==> src/rtl/psum_pkg.sv <==
package psum_pkg;

    // Offset of a level inside a flat vector that packs levels 0,1,2,...
    // with level s being 2^s bits wide.
    function automatic int level_base(input int s);
        return (1 << s) - 1;
    endfunction

endpackage

==> src/rtl/psum_seq.sv <==
module psum_seq #(
    parameter int IW = 3
) (
    input  logic          clk,
    input  logic          rst_n,
    input  logic          clr,
    input  logic          pair_valid,
    output logic [IW-1:0] idx_o,
    output logic [IW:1]   load_o
);

    typedef struct packed {
        logic [IW-1:0] idx;
    } seq_t;

    seq_t seq_d, seq_q;

    always_comb begin
        seq_d = seq_q;
        if (!rst_n || clr) begin
            seq_d.idx = '0;
        end else if (pair_valid) begin
            seq_d.idx = seq_q.idx + 1'b1;
        end
    end

    always_ff @(posedge clk) begin
        seq_q <= seq_d;
    end

    // Level s loads on the pair that closes a left block of 2^s bits:
    // the low s-1 index bits are all ones and index bit s-1 is zero.
    for (genvar s = 1; s <= IW; s++) begin : g_load
        localparam logic [IW-1:0] LOW_MASK = IW'((1 << (s - 1)) - 1);
        assign load_o[s] = pair_valid && !clr && rst_n
                           && ((seq_q.idx & LOW_MASK) == LOW_MASK)
                           && !seq_q.idx[s-1];
    end

    assign idx_o = seq_q.idx;

endmodule

==> src/rtl/psum_stage.sv <==
module psum_stage #(
    parameter int HALF = 1
) (
    input  logic              clk,
    input  logic              rst_n,
    input  logic              clr,
    input  logic              load,
    input  logic [HALF-1:0]   low_store,
    input  logic [HALF-1:0]   low_comp,
    output logic [2*HALF-1:0] store_o
);

    typedef struct packed {
        logic [2*HALF-1:0] img;
    } stage_t;

    stage_t st_d, st_q;

    always_comb begin
        st_d = st_q;
        if (!rst_n || clr) begin
            st_d.img = '0;
        end else if (load) begin
            st_d.img = {low_comp, low_store ^ low_comp};
        end
    end

    always_ff @(posedge clk) begin
        st_q <= st_d;
    end

    assign store_o = st_q.img;

endmodule

==> src/rtl/psum_feedback.sv <==
module psum_feedback #(
    parameter int N = 16
) (
    input  logic                    clk,
    input  logic                    rst_n,
    input  logic                    frame_start,
    input  logic                    pair_valid,
    input  logic                    bit_even,
    input  logic                    bit_odd,
    output logic [N-3:0]            psum_o,
    output logic [$clog2(N)-2:0]    pair_idx_o
);

    import psum_pkg::*;

    localparam int LOGN = $clog2(N);
    localparam int IW   = LOGN - 1;

    // Stored left images, level 0 is the even bit of the current pair.
    logic [N-2:0]   store_flat;
    // Just-completed right images, levels 0 .. LOGN-2.
    logic [N/2-2:0] comp_flat;
    logic [IW:1]    stage_load;

    assign store_flat[0] = bit_even;
    assign comp_flat[0]  = bit_odd;

    psum_seq #(.IW(IW)) u_seq (
        .clk        (clk),
        .rst_n      (rst_n),
        .clr        (frame_start),
        .pair_valid (pair_valid),
        .idx_o      (pair_idx_o),
        .load_o     (stage_load)
    );

    for (genvar s = 1; s < LOGN; s++) begin : g_lvl
        localparam int H   = 1 << (s - 1);
        localparam int LB  = level_base(s - 1);
        localparam int OB  = level_base(s);

        psum_stage #(.HALF(H)) u_stage (
            .clk       (clk),
            .rst_n     (rst_n),
            .clr       (frame_start),
            .load      (stage_load[s]),
            .low_store (store_flat[LB +: H]),
            .low_comp  (comp_flat[LB +: H]),
            .store_o   (store_flat[OB +: 2*H])
        );

        if (s < LOGN - 1) begin : g_comp
            assign comp_flat[OB +: 2*H] =
                {comp_flat[LB +: H], store_flat[LB +: H] ^ comp_flat[LB +: H]};
        end
    end

    assign psum_o = store_flat[N-2:1];

endmodule

==> config.mk <==
export PLATFORM = sky130hd
export DESIGN_NAME = psum_feedback
export DESIGN_NICKNAME = d
export VERILOG_FILES = /design/src/rtl/psum_pkg.sv /design/src/rtl/psum_seq.sv /design/src/rtl/psum_stage.sv /design/src/rtl/psum_feedback.sv
export SDC_FILE = /design/constraint.sdc
export NUM_CORES = 1
export LEC_CHECK = 0
export BUFFER_PORTS_ARGS = -buffer_cell sky130_fd_sc_hd__buf_2
export CAP_MARGIN = 20
export CORE_MARGIN = 1.5
export CORE_UTILIZATION = 49
export CTS_CLUSTER_SIZE = 40
export DETAILED_ROUTE_END_ITERATION = 7
export GPL_TIMING_DRIVEN = 0
export PLACE_DENSITY = 0.78
export SLEW_MARGIN = 10
export SYNTH_ARGS = -nofsm -noshare
export SYNTH_HDL_FRONTEND = slang
export SYNTH_HIERARCHICAL = 1
export SYNTH_SLANG_ARGS = --single-unit
export TNS_END_PERCENT = 5
==> constraint.sdc <==
create_clock -name clk -period 1.61 [get_ports clk]
set_input_delay 0.322 -clock clk [delete_from_list [all_inputs] [get_ports clk]]
set_output_delay 0.322 -clock clk [all_outputs]
set_load 0.01 [all_outputs]
# After elaboration in Yosys (flattened, before gate mapping)
# Index checks and enable logic that the tools add are counted.
[totals] regBits=17 inputBits=6 output_inout_bits=17 wordCells=22
[classes] n_addsub=1 n_eq_ne=1 bitwise=3 n_reduce_logical=13
[op_table] operator="1-bit logical AND" n=7
[op_table] operator="1-bit zero test" n=5
[op_table] operator="4-bit XOR" n=1
[op_table] operator="3-bit by 1-bit adder with 3-bit output (second input constant)" n=1
[op_table] operator="2-bit equality test (second input constant)" n=1
[op_table] operator="2-bit XOR" n=1
[op_table] operator="1-bit logical OR" n=1
[op_table] operator="1-bit XOR" n=1

# Longest topological paths before layout
# Gate-level depths: netlist of run 1.
[depth] depth_word=5 depth_mapped=5 ltp_nobuf=4

# Cells and area by module
# Netlist of run 1, hierarchy kept.
[by_module_without_submodules] mod="psum_stage at g_lvl[3].u_stage" instances=1 cells_per_inst=31 area_per_inst_um2=336.6 seq_area_each_um2=160.2
[by_module_without_submodules] mod="psum_seq" instances=1 cells_per_inst=17 area_per_inst_um2=181.4 seq_area_each_um2=60.1
[by_module_without_submodules] mod="psum_stage at g_lvl[2].u_stage" instances=1 cells_per_inst=16 area_per_inst_um2=161.4 seq_area_each_um2=80.1
[by_module_without_submodules] mod="psum_stage at g_lvl[1].u_stage" instances=1 cells_per_inst=8 area_per_inst_um2=85.1 seq_area_each_um2=40.0
[by_module_without_submodules] mod="psum_feedback" instances=1 cells_per_inst=3 area_per_inst_um2=41.3 seq_area_each_um2=0.0

# Least setup slack after synthesis of run 1
# Ideal clock, no wire load.
[synth_path] path_type="register to register" from="register u_seq.seq_q (netlist bit u_seq/idx_o[0])" to="register g_lvl[3].u_stage.st_q (netlist bit g_lvl[3].u_stage/store_o[6])" setup_ns=0.114 t_arrival_ns=1.255 t_required_ns=1.496 path_slack_ns=0.240 stages_incl_launch_ff=6 n_path_buf=1 synth_period_minus_slack_ns=1.370 path_cell_list="dfxtp_1 > ha_1 > and4b_1 > buf_6 > mux2i_1 > nor2_1"
[synth_between] elab_chain_cells=3
[synth_rtl] item="start: declaration" line="psum_seq.sv:16" text="seq_t seq_d, seq_q;"
[synth_rtl] item="start signal: assignment" line="psum_seq.sv:28" text="seq_q <= seq_d;"
[synth_rtl] item="2-bit equality test" line="psum_seq.sv:36" text="&& ((seq_q.idx & LOW_MASK) == LOW_MASK)"
[synth_rtl] item="1-bit logical AND" line="psum_seq.sv:36"
[synth_rtl] item="1-bit logical AND" line="psum_seq.sv:37" text="&& !seq_q.idx[s-1];"
[synth_rtl] item="via stage_load (one bit)" line="psum_feedback.sv:23" text="logic [IW:1] stage_load;"
[synth_rtl] item="end signal: assignment" line="psum_stage.sv:29" text="st_q <= st_d;"
[synth_rtl] item="end: declaration" line="psum_stage.sv:17" text="stage_t st_d, st_q;"
# The timed path passes the listed nets, and every way through them passes these cells.
# A chain may end at the register's enable or synchronous reset.

# Worst setup path after layout of run 1
[layout_path] from="register u_seq.seq_q (netlist bit u_seq/idx_o[0])" to="register g_lvl[3].u_stage.st_q (netlist bit g_lvl[3].u_stage/store_o[7])"
# The elaborated chain is that of the path after synthesis.

==> results of run 1 <==
cell type report:
type / instances / area share [%]
multi-input cells: 54 / 44.3
flip-flops and latches: 17 / 35.5
repair buffers: 21 / 11.0
plain buffers: 4 / 4.31
clock buffers: 3 / 2.35
well taps: 16 / 2.09
clock inverters: 1 / 0.522
critical path, delay by kind of cell (launching register included):
kind | cells | cell delay, ns
adders and majority gates | 1 | 0.21
DFF | 1 | 0.42
buffers and inverters | 1 | 0.18
and+or+nand+nor | 2 | 0.33
muxes | 1 | 0.21
power breakdown:
part           internal, mW  total (mW)  switching, mW
clock network        0.0923       0.224          0.132
registers             0.423       0.427        0.00381
logic                0.0387      0.0804         0.0417
cell families (layout without fill, tap and decap cells):
group	count (synthesis)	count (layout)	share of synthesized area (%)
AO/OA/AOI/OAI	9	9	10.7
XOR/XNOR	11	11	13.8
buffers and inverters	4	29	5.12
AND/OR/NAND/NOR	25	25	16.6
flip-flops	17	17	42.2
multiplexers	8	8	9.94
adder cells (fa/ha/maj)	1	1	1.55
cell usage after synthesis, drive strengths merged:
library cell and count:
nor3b 1, nand3b 1, nor2b 1, xor3 1, xor2 2, nand2b 4
ha 1, nor2 16, and4b 2, a21oi 1, mux2i 8, a211oi 7
xnor2 8, dfxtp 17, a21bo 1, buf 4
path summary, 6_finish.rpt:
check	slack, ns	start	endpoint	depth (start not counted)
setup reg to reg	0.16	u_seq/idx_o[0]	g_lvl[3].u_stage/store_o[7]	5
setup / recovery	0.16	u_seq/idx_o[0]	g_lvl[3].u_stage/store_o[7]	5
hold reg to reg	0.49	g_lvl[3].u_stage/store_o[1]	g_lvl[3].u_stage/store_o[1]	2
hold / removal	0.30	pair_valid	u_seq/idx_o[1]	3
routing by layer:
metal / track usage [%] / part of all wire, %
met4: 9.09 / 2.2
met2: 27.6 / 46
met3: 3.75 / 4.0
met5: 0 / 0
met1: 21.4 / 48
stage by stage:
step                setup WS, ns  cell area [µm²]  cells
CTS                        0.154              958    116
floorplan                  0.240              806     75
detailed placement         0.121              931    112
global placement           0.121              931    112
global route              0.0672              958    116
finish                     0.158              958    116
registers in the layout (all words and copies together), names as in the netlist:
register               cells
u_seq/idx_o                3
g_lvl.u_stage/store_o     14
==> impl_metrics.tcl, run 1 <==
set metrics [dict create \
    finalCoreUtilization_pct 62.9 \
    drt-initial-drc-count 7 \
    ys_seq_elements 17 \
    grtUsageTotal_pct 17.2 \
    finalCriticalPeriod_ns 1.45 \
    post-dp-hpwl_um 1100 \
    dieArea_um2 1900 \
    clock_path_buffers 2 \
    slew_headroom_pct 72.8 \
    drcViolationCount 0 \
    cts_setup_buffers 0 \
    netlist-cell-type-count 19 \
    fin_nets 108 \
    root_buffer "clkbuf_4" \
    cts_max_level 1 \
    multi_input_area_um2 424 \
    worst_pin_slew_ns 0.407 \
    drt-pass1-iter-count 4 \
    cp-end-kind "flop" \
    postRouteAntennaNets 0 \
    arrival_ns 1.64 \
    drv_slew 0 \
    synthTopCellsByArea "dfxtp_1 (42%), mux2i_1 (9.9%), xnor2_1 (8.7%)" \
    clock_latency_ns 0.29 \
    die_y_um 43.6 \
    die_w_um 43.6 \
    worst_ir_drop_vdd_mv 0.547 \
    critPathKind "flop to flop" \
    critPathMaxFanout 10 \
    io_pins 23 \
    ys_warn_count 6 \
    grt_antenna_before_repair 0 \
    grt_start_max_net_pins 11 \
    hold_slack_ns 0.301 \
    layout_common_cells "buf_2 (21), dfxtp_1 (17), nor2_1 (15)" \
    syn_area_um2 806 \
    first_global_vias 563 \
    ys_seq_area_share_pct 42.2 \
    fin_skew_ns 0.00149 \
    clkTransAtPathRegs_ns 0.10 \
    syn_avg_cell_area_um2 10.7 \
    areaGrowthSynthToFinish_pct 18.9 \
    wl_um 1430 \
    coreArea_um2 1520 \
    setup_violations 0 \
    netlist_instances 75 \
    yosys.area.top_type_share_pct 42.2 \
    startpoint_type "flop" \
    gr-total-overflow 0 \
    routed_via_density 5.14 \
    final_common_cell "buf_2" \
    powerDensity_nw_per_um2 763 \
    globalplace.congestion 0.705 \
    io_buffers 21 \
    rows 14 \
    drv_cap 0 \
    fin_crit_sh_pct 90.2 \
    post_cts_resized 0 \
    drive_gt1_share_pct 35.0 \
    synth_top_area_cell "dfxtp_1" \
    clock-sinks 17 \
    initial_core_util_pct 52.9 \
    cts_hold_buf 0 \
    timing.setup.tns_ns 0 \
    cts_tree "built" \
    syn_nets 82 \
    fillers 144 \
    hold_viol 0 \
    outcome "completed" \
    leakage_nw 0.399 \
    seq_area_um2 340 \
    holdCritPathClass "input pin to flop" \
    diodes 0 \
    wl_per_cell_um 12.3 \
    cts_buffers 3 \
    slowest_delay_ns 0.42 \
    power.total_mw 0.731 \
    worstPathRequired_ns 1.80 \
    worstPathCellList "ha_1 > and4b_1 > buf_6 > mux2i_1 > nor2_1" \
    rsz0062_at_grt "false" \
    grt_pass1_wl_um 2390 \
    fmax_mhz 689 \
    cp_slowest_cell "dfxtp_1" \
    vias 596 \
]
No activity file was read; power rests on OpenSTA's default activity.
==> run 2: changes to the inputs <==
--- a/config.mk
+++ b/config.mk
@@ -8,14 +8,13 @@
 export BUFFER_PORTS_ARGS = -buffer_cell sky130_fd_sc_hd__buf_2
 export CAP_MARGIN = 20
 export CORE_MARGIN = 1.5
-export CORE_UTILIZATION = 49
+export CORE_UTILIZATION = 47
 export CTS_CLUSTER_SIZE = 40
 export DETAILED_ROUTE_END_ITERATION = 7
 export GPL_TIMING_DRIVEN = 0
-export PLACE_DENSITY = 0.78
+export PLACE_DENSITY = 0.77
 export SLEW_MARGIN = 10
 export SYNTH_ARGS = -nofsm -noshare
 export SYNTH_HDL_FRONTEND = slang
-export SYNTH_HIERARCHICAL = 1
 export SYNTH_SLANG_ARGS = --single-unit
 export TNS_END_PERCENT = 5
==> run 2 against run 1 <==
Effect of this change: die area decreased by 7.8%; wire length down 18%; total power shrank 0.67%; register-to-register slack about the same; first-iteration DRC count increased by 29%; final cell count is 8.6% lower; non-clock buffer count down 1; largest power group unchanged.
==> impl_metrics.tcl, run 2 <==
set metrics [dict create \
    synth_mux_area_share_pct 8.48 \
    slew_headroom_pct 73.5 \
    rsz0062_at_grt "false" \
    post-dp-hpwl_um 912 \
    fmax_mhz 695 \
    synthTopCellsByArea "dfxtp_1 (48%), mux2i_1 (8.5%), xnor2_1 (7.4%)" \
    synthTopCellsByCount "dfxtp_1 (17), mux2i_1 (6), nand2_1 (6), xnor2_1 (6)" \
    rows 13 \
    holdCritPathClass "input pin to flop" \
    grt_pass1_wl_um 1840 \
    cts_max_level 1 \
    drcViolationCount 0 \
    coreArea_um2 1350 \
    cts_tree "built" \
    timing.setup.tns_ns 0 \
    power.total_mw 0.727 \
    syn_avg_cell_area_um2 10.6 \
    root_buffer "clkbuf_4" \
    initial_core_util_pct 52.5 \
    netlist-cell-type-count 23 \
    clock-sinks 17 \
    drt-pass1-iter-count 4 \
    cp_slowest_cell "dfxtp_1" \
    pwr-share-comb_pct 10.2 \
    vias 519 \
    fin_nets 99 \
    clkTransAtPathRegs_ns 0.09 \
    synth_ff_type "dfxtp_1" \
    gr-total-overflow 0 \
    seqPwrFrac_pct 59.2 \
    synth_xor_area_share_pct 12.0 \
    post_cts_resized 0 \
    worst_ir_drop_vdd_mv 0.534 \
    drive_gt1_share_pct 30.8 \
    finalCriticalPeriod_ns 1.44 \
    diodes 0 \
    cp-end-kind "flop" \
    io_buffers 20 \
    globalplace.congestion 0.667 \
    ys_seq_area_share_pct 48.1 \
    fin_crit_sh_pct 89.4 \
    async_flop_share_pct 0 \
    areaGrowthSynthToFinish_pct 20.5 \
    clock_latency_ns 0.28 \
    synthSimpleGateAreaFrac_pct 14.5 \
    fin_skew_ns 0.00511 \
    drt-initial-drc-count 9 \
    yosys.area.top_type_share_pct 48.1 \
    finalWorstSetupSlack_ns 0.171 \
    cts_hold_buf 0 \
    largest_reg_flops 14 \
    hold_viol 0 \
    drv_cap 0 \
    synth.most_common_cell "dfxtp_1" \
    leakage_nw 0.446 \
    synth_top_area_cell "dfxtp_1" \
    dieArea_um2 1750 \
    synth-adder-area-share_pct 1.77 \
    netlist_instances 67 \
    ys_warn_count 0 \
    switching_share_pct 23.2 \
    drv_slew 0 \
    critPathMaxFanout 8 \
    worstPathCellList "ha_1 > nand3b_2 > and2_1 > buf_2 > a22o_1" \
    worst_pin_slew_ns 0.395 \
    slowest_delay_ns 0.41 \
    arrival_ns 1.62 \
    grt_antenna_before_repair 0 \
    io_pins 23 \
    die_y_um 41.8 \
    wl_um 1170 \
    synth_edf_count 0 \
    clkPwrFrac_pct 30.6 \
    setup_violations 0 \
    synth-compound-area-share_pct 11.1 \
    routed_via_density 4.90 \
    grt_start_max_net_pins 10 \
    cts_buffers 3 \
    cts_setup_buffers 0 \
    powerDensity_nw_per_um2 851 \
    design_area_um2 853 \
    ys_seq_elements 17 \
    dp_slack_ns 0.163 \
    layout_common_cells "buf_2 (22), dfxtp_1 (17), xnor2_1 (6), nand2_1 (6), mux2i_1 (6)" \
    outcome "completed" \
    clock_path_buffers 2 \
    intPower_mw 0.558 \
    syn_area_um2 708 \
    syn_nets 74 \
    final_common_cell "buf_2" \
    die_w_um 41.8 \
    first_global_vias 447 \
    wl_per_cell_um 11.1 \
    worstPathRequired_ns 1.79 \
    switching_power_mw 0.169 \
    grtUsageTotal_pct 13.4 \
    startpoint_type "flop" \
    place_area_um2 827 \
    postRouteAntennaNets 0 \
    critPathKind "flop to flop" \
    synth_top_family_by_area "simple AND/OR/NAND/NOR gates" \
]
-- run 2: changes by cell type in the layout (fill, tap and decap cells not counted), moves of 3 or more --
| cell | delta |
|---|---|
| nand2b_1 | -3 |
| nor3_1 | +3 |
| a211oi_1 | -3 |
| a211oi_2 | -3 |
| a21o_1 | +3 |
| a22o_1 | +5 |
| nand2_1 | +6 |
| nor2_1 | -10 |
-- run 2: power by group through the flow --
| stage | Sequential (mW) | Clock [mW] | Combinational [mW] |
|---|---|---|---|
| after global placement | 0.440 | 0 | 0.0737 |
| after floorplan | 0.442 | 0 | 0.0548 |
| final | 0.430 | 0.222 | 0.0742 |
| after CTS | 0.430 | 0.224 | 0.0749 |
| after detailed placement | 0.440 | 0 | 0.0748 |
| after global routing | 0.431 | 0.240 | 0.0817 |
-- run 2: per-stage QoR --
step / util, % / hold WS [ns] / std cells
2_1_floorplan: - / 0.488 / 67
3_3_place_gp: 61.3 / 0.429 / 102
3_5_place_dp: 61.3 / 0.437 / 102
4_1_cts: 63.2 / 0.293 / 106
5_1_grt: 63.2 / 0.305 / 106
6_report: 63.2 / 0.298 / 106
-- run 2: logic make-up (layout without fill, tap and decap cells) --
logic type,after synthesis,in the layout
AND/OR/NAND/NOR,20,20
AO/OA/AOI/OAI,10,10
multiplexers,6,6
XOR/XNOR,8,8
adder cells (fa/ha/maj),1,1
buffers and inverters,5,29
flip-flops,17,17
-- run 2: routing by layer --
layer	GRT usage, %	up-vias	wire length, µm
li1	-	277	-
met2	20.9	18	520
met3	3.91	2	67
met5	0	-	0
met4	3.87	0	8
met1	18.0	222	577
-- run 2: worst paths after layout --
check | startpoint | to | slack (ns) | depth (start not counted)
worst max-delay path | u_seq.idx_o[0] | g_lvl[3].u_stage.store_o[7] | 0.17 | 5
worst min-delay path | bit_odd | g_lvl[2].u_stage.store_o[3] | 0.30 | 3
worst max register to register | u_seq.idx_o[0] | g_lvl[3].u_stage.store_o[7] | 0.17 | 5
worst min register to register | g_lvl[3].u_stage.store_o[4] | g_lvl[3].u_stage.store_o[4] | 0.46 | 1
-- run 2: layout make-up --
cell class	instances	area (µm²)
Fill cell	123	497
Sequential cell	17	340
Multi-Input combinational cell	45	339
Timing Repair Buffer	20	100
Clock buffer	4	26.3
Buffer	4	25.0
Tap cell	15	18.8
Inverter	1	3.75
-- run 2: worst max-delay path: cells and delay by family, from the launching register on --
family / cells / cell delay [ns]
DFF: 1 / 0.41
and+or+nand+nor: 2 / 0.34
AOI/OAI and AO/OA: 1 / 0.23
adders and majority gates: 1 / 0.21
buffers and inverters: 1 / 0.16
==> run 3: changes to the inputs <==
--- a/config.mk
+++ b/config.mk
@@ -8,11 +8,13 @@
 export BUFFER_PORTS_ARGS = -buffer_cell sky130_fd_sc_hd__buf_2
 export CAP_MARGIN = 20
 export CORE_MARGIN = 1.5
-export CORE_UTILIZATION = 47
+export CORE_UTILIZATION = 50
+export CTS_BUF_LIST = sky130_fd_sc_hd__clkbuf_2
+export CTS_CLUSTER_DIAMETER = 150
 export CTS_CLUSTER_SIZE = 40
 export DETAILED_ROUTE_END_ITERATION = 7
 export GPL_TIMING_DRIVEN = 0
-export PLACE_DENSITY = 0.77
+export PLACE_DENSITY = 0.81
 export SLEW_MARGIN = 10
 export SYNTH_ARGS = -nofsm -noshare
 export SYNTH_HDL_FRONTEND = slang
==> run 3 against run 2 <==
Effect of this change: worst hold slack lost 0.027 ns; register-to-register slack is essentially flat; die area shrank 5.6%; combinational power is essentially flat; clock skew grew 0.0063 ns; wire length shrank 4.9%; first-iteration DRC count shrank 67%; final cell count is the same; final area shrank 0.73%; worst setup slack gained 0.013 ns; maximum frequency grew 0.90%; clock-buffer cell count is the same; critical endpoint is now g_lvl[3].u_stage.store_o[0]; largest cell class unchanged.
==> impl_metrics.tcl, run 3 (synthesis results as in run 2) <==
set metrics [dict create \
    first_global_vias 408 \
    cp-end-kind "flop" \
    critPathMaxFanout 8 \
    worstPathRequired_ns 1.80 \
    wl_um 1120 \
    drt-pass1-iter-count 2 \
    leakage_nw 0.448 \
    post_cts_resized 0 \
    grt_pass1_wl_um 1660 \
    post-dp-hpwl_um 864 \
    fmax_mhz 701 \
    fin_skew_ns 0.0114 \
    startpoint_type "flop" \
    routed_via_density 4.87 \
    cts_max_level 1 \
    holdPathStages 3 \
    cts_hold_buf 0 \
    drive_gt1_share_pct 31.9 \
    holdCritPathClass "input pin to flop" \
    largest_reg_flops 14 \
    clock_latency_ns 0.28 \
    clock_path_buffers 2 \
    power.total_mw 0.693 \
    slew_headroom_pct 72.0 \
    cts_setup_buffers 0 \
    finalCriticalPeriod_ns 1.43 \
    layout_common_cells "buf_2 (22), dfxtp_1 (17), xnor2_1 (6), nand2_1 (6), mux2i_1 (6)" \
    grt_antenna_before_repair 0 \
    gr-total-overflow 0 \
    diodes 0 \
    critPathKind "flop to flop" \
    initial_core_util_pct 53.8 \
    die_w_um 40.6 \
    timing.setup.tns_ns 0 \
    grt_start_max_net_pins 10 \
    coreArea_um2 1320 \
    cts_tree "built" \
    hold_viol 0 \
    io_buffers 20 \
    fin_cells 106 \
    fin_nets 99 \
    drt-initial-drc-count 3 \
    final_common_cell "buf_2" \
    worst_pin_slew_ns 0.417 \
    vias 516 \
    rows 13 \
    cts_buffers 3 \
    drv_cap 0 \
    ff2ff_path_depth 5 \
    dp.cells 102 \
    io_pins 23 \
    drv_slew 0 \
    arrival_ns 1.61 \
    postRouteAntennaNets 0 \
    worst_ir_drop_vdd_mv 0.414 \
    clock-sinks 17 \
    dieArea_um2 1650 \
    clkTransAtPathRegs_ns 0.16 \
    root_buffer "clkbuf_2" \
    wl_per_cell_um 10.5 \
    fin_crit_sh_pct 88.6 \
    grtUsageTotal_pct 15.9 \
    die_y_um 40.6 \
    drcViolationCount 0 \
    globalplace.congestion 0.727 \
    powerDensity_nw_per_um2 818 \
    setup_violations 0 \
    rsz0062_at_grt "false" \
    outcome "completed" \
    areaGrowthSynthToFinish_pct 19.6 \
]
==> run 3: cell count changes in the layout (fill, tap and decap cells not counted) <==
cell,delta
clkbuf_1,-1
clkbuf_2,+4
clkbuf_4,-3
==> run 3: area by class of cell <==
cell class              count  area (µm²)
fillers                   119         470
flip-flops and latches     17         340
multi-input cells          45         339
repair buffers             20         100
plain buffers               4        25.0
clock buffers               4        20.0
well taps                  15        18.8
inverters                   1        3.75
==> run 3: per-layer routing <==
metal  global-route usage (%)  part of all wire, %  vias up
li1                         -                    -      275
met1                     20.6                   49      226
met2                     22.6                   45       13
met3                     3.26                  4.9        2
met4                     12.5                 0.98        0
met5                        0                    0        -
==> run 3: worst paths after layout <==
check                                    from                          end  slack, ns
setup / recovery               u_seq.idx_o[0]  g_lvl[3].u_stage.store_o[0]       0.18
hold / removal                        bit_odd  g_lvl[2].u_stage.store_o[3]       0.27
setup reg to reg               u_seq.idx_o[0]  g_lvl[3].u_stage.store_o[0]       0.18
hold reg to reg   g_lvl[3].u_stage.store_o[4]  g_lvl[3].u_stage.store_o[4]       0.46
==> run 3: worst max-delay path, stage by stage (launching register included) <==
cell,delay [ns]
dfxtp_1,0.42
ha_1,0.20
nand3b_2,0.14
and2_1,0.18
buf_2,0.16
a22o_1,0.23
==> run 3: power by group <==
part           switching (mW)  internal, mW  leakage, nW
sequential            0.00506         0.426        0.137
clock                   0.122        0.0659       0.0166
combinational          0.0377        0.0365        0.294
==> run 3: metrics by stage <==
stage	instance area [µm²]	hold WS [ns]	util [%]	worst slack, ns
4_1_cts	847	0.254	64.3	0.166
6_report	847	0.271	64.3	0.184
2_1_floorplan	708	0.488	-	0.215
5_1_grt	847	0.271	64.3	0.106
3_5_place_dp	827	0.435	62.8	0.181
3_3_place_gp	827	0.431	62.8	0.214
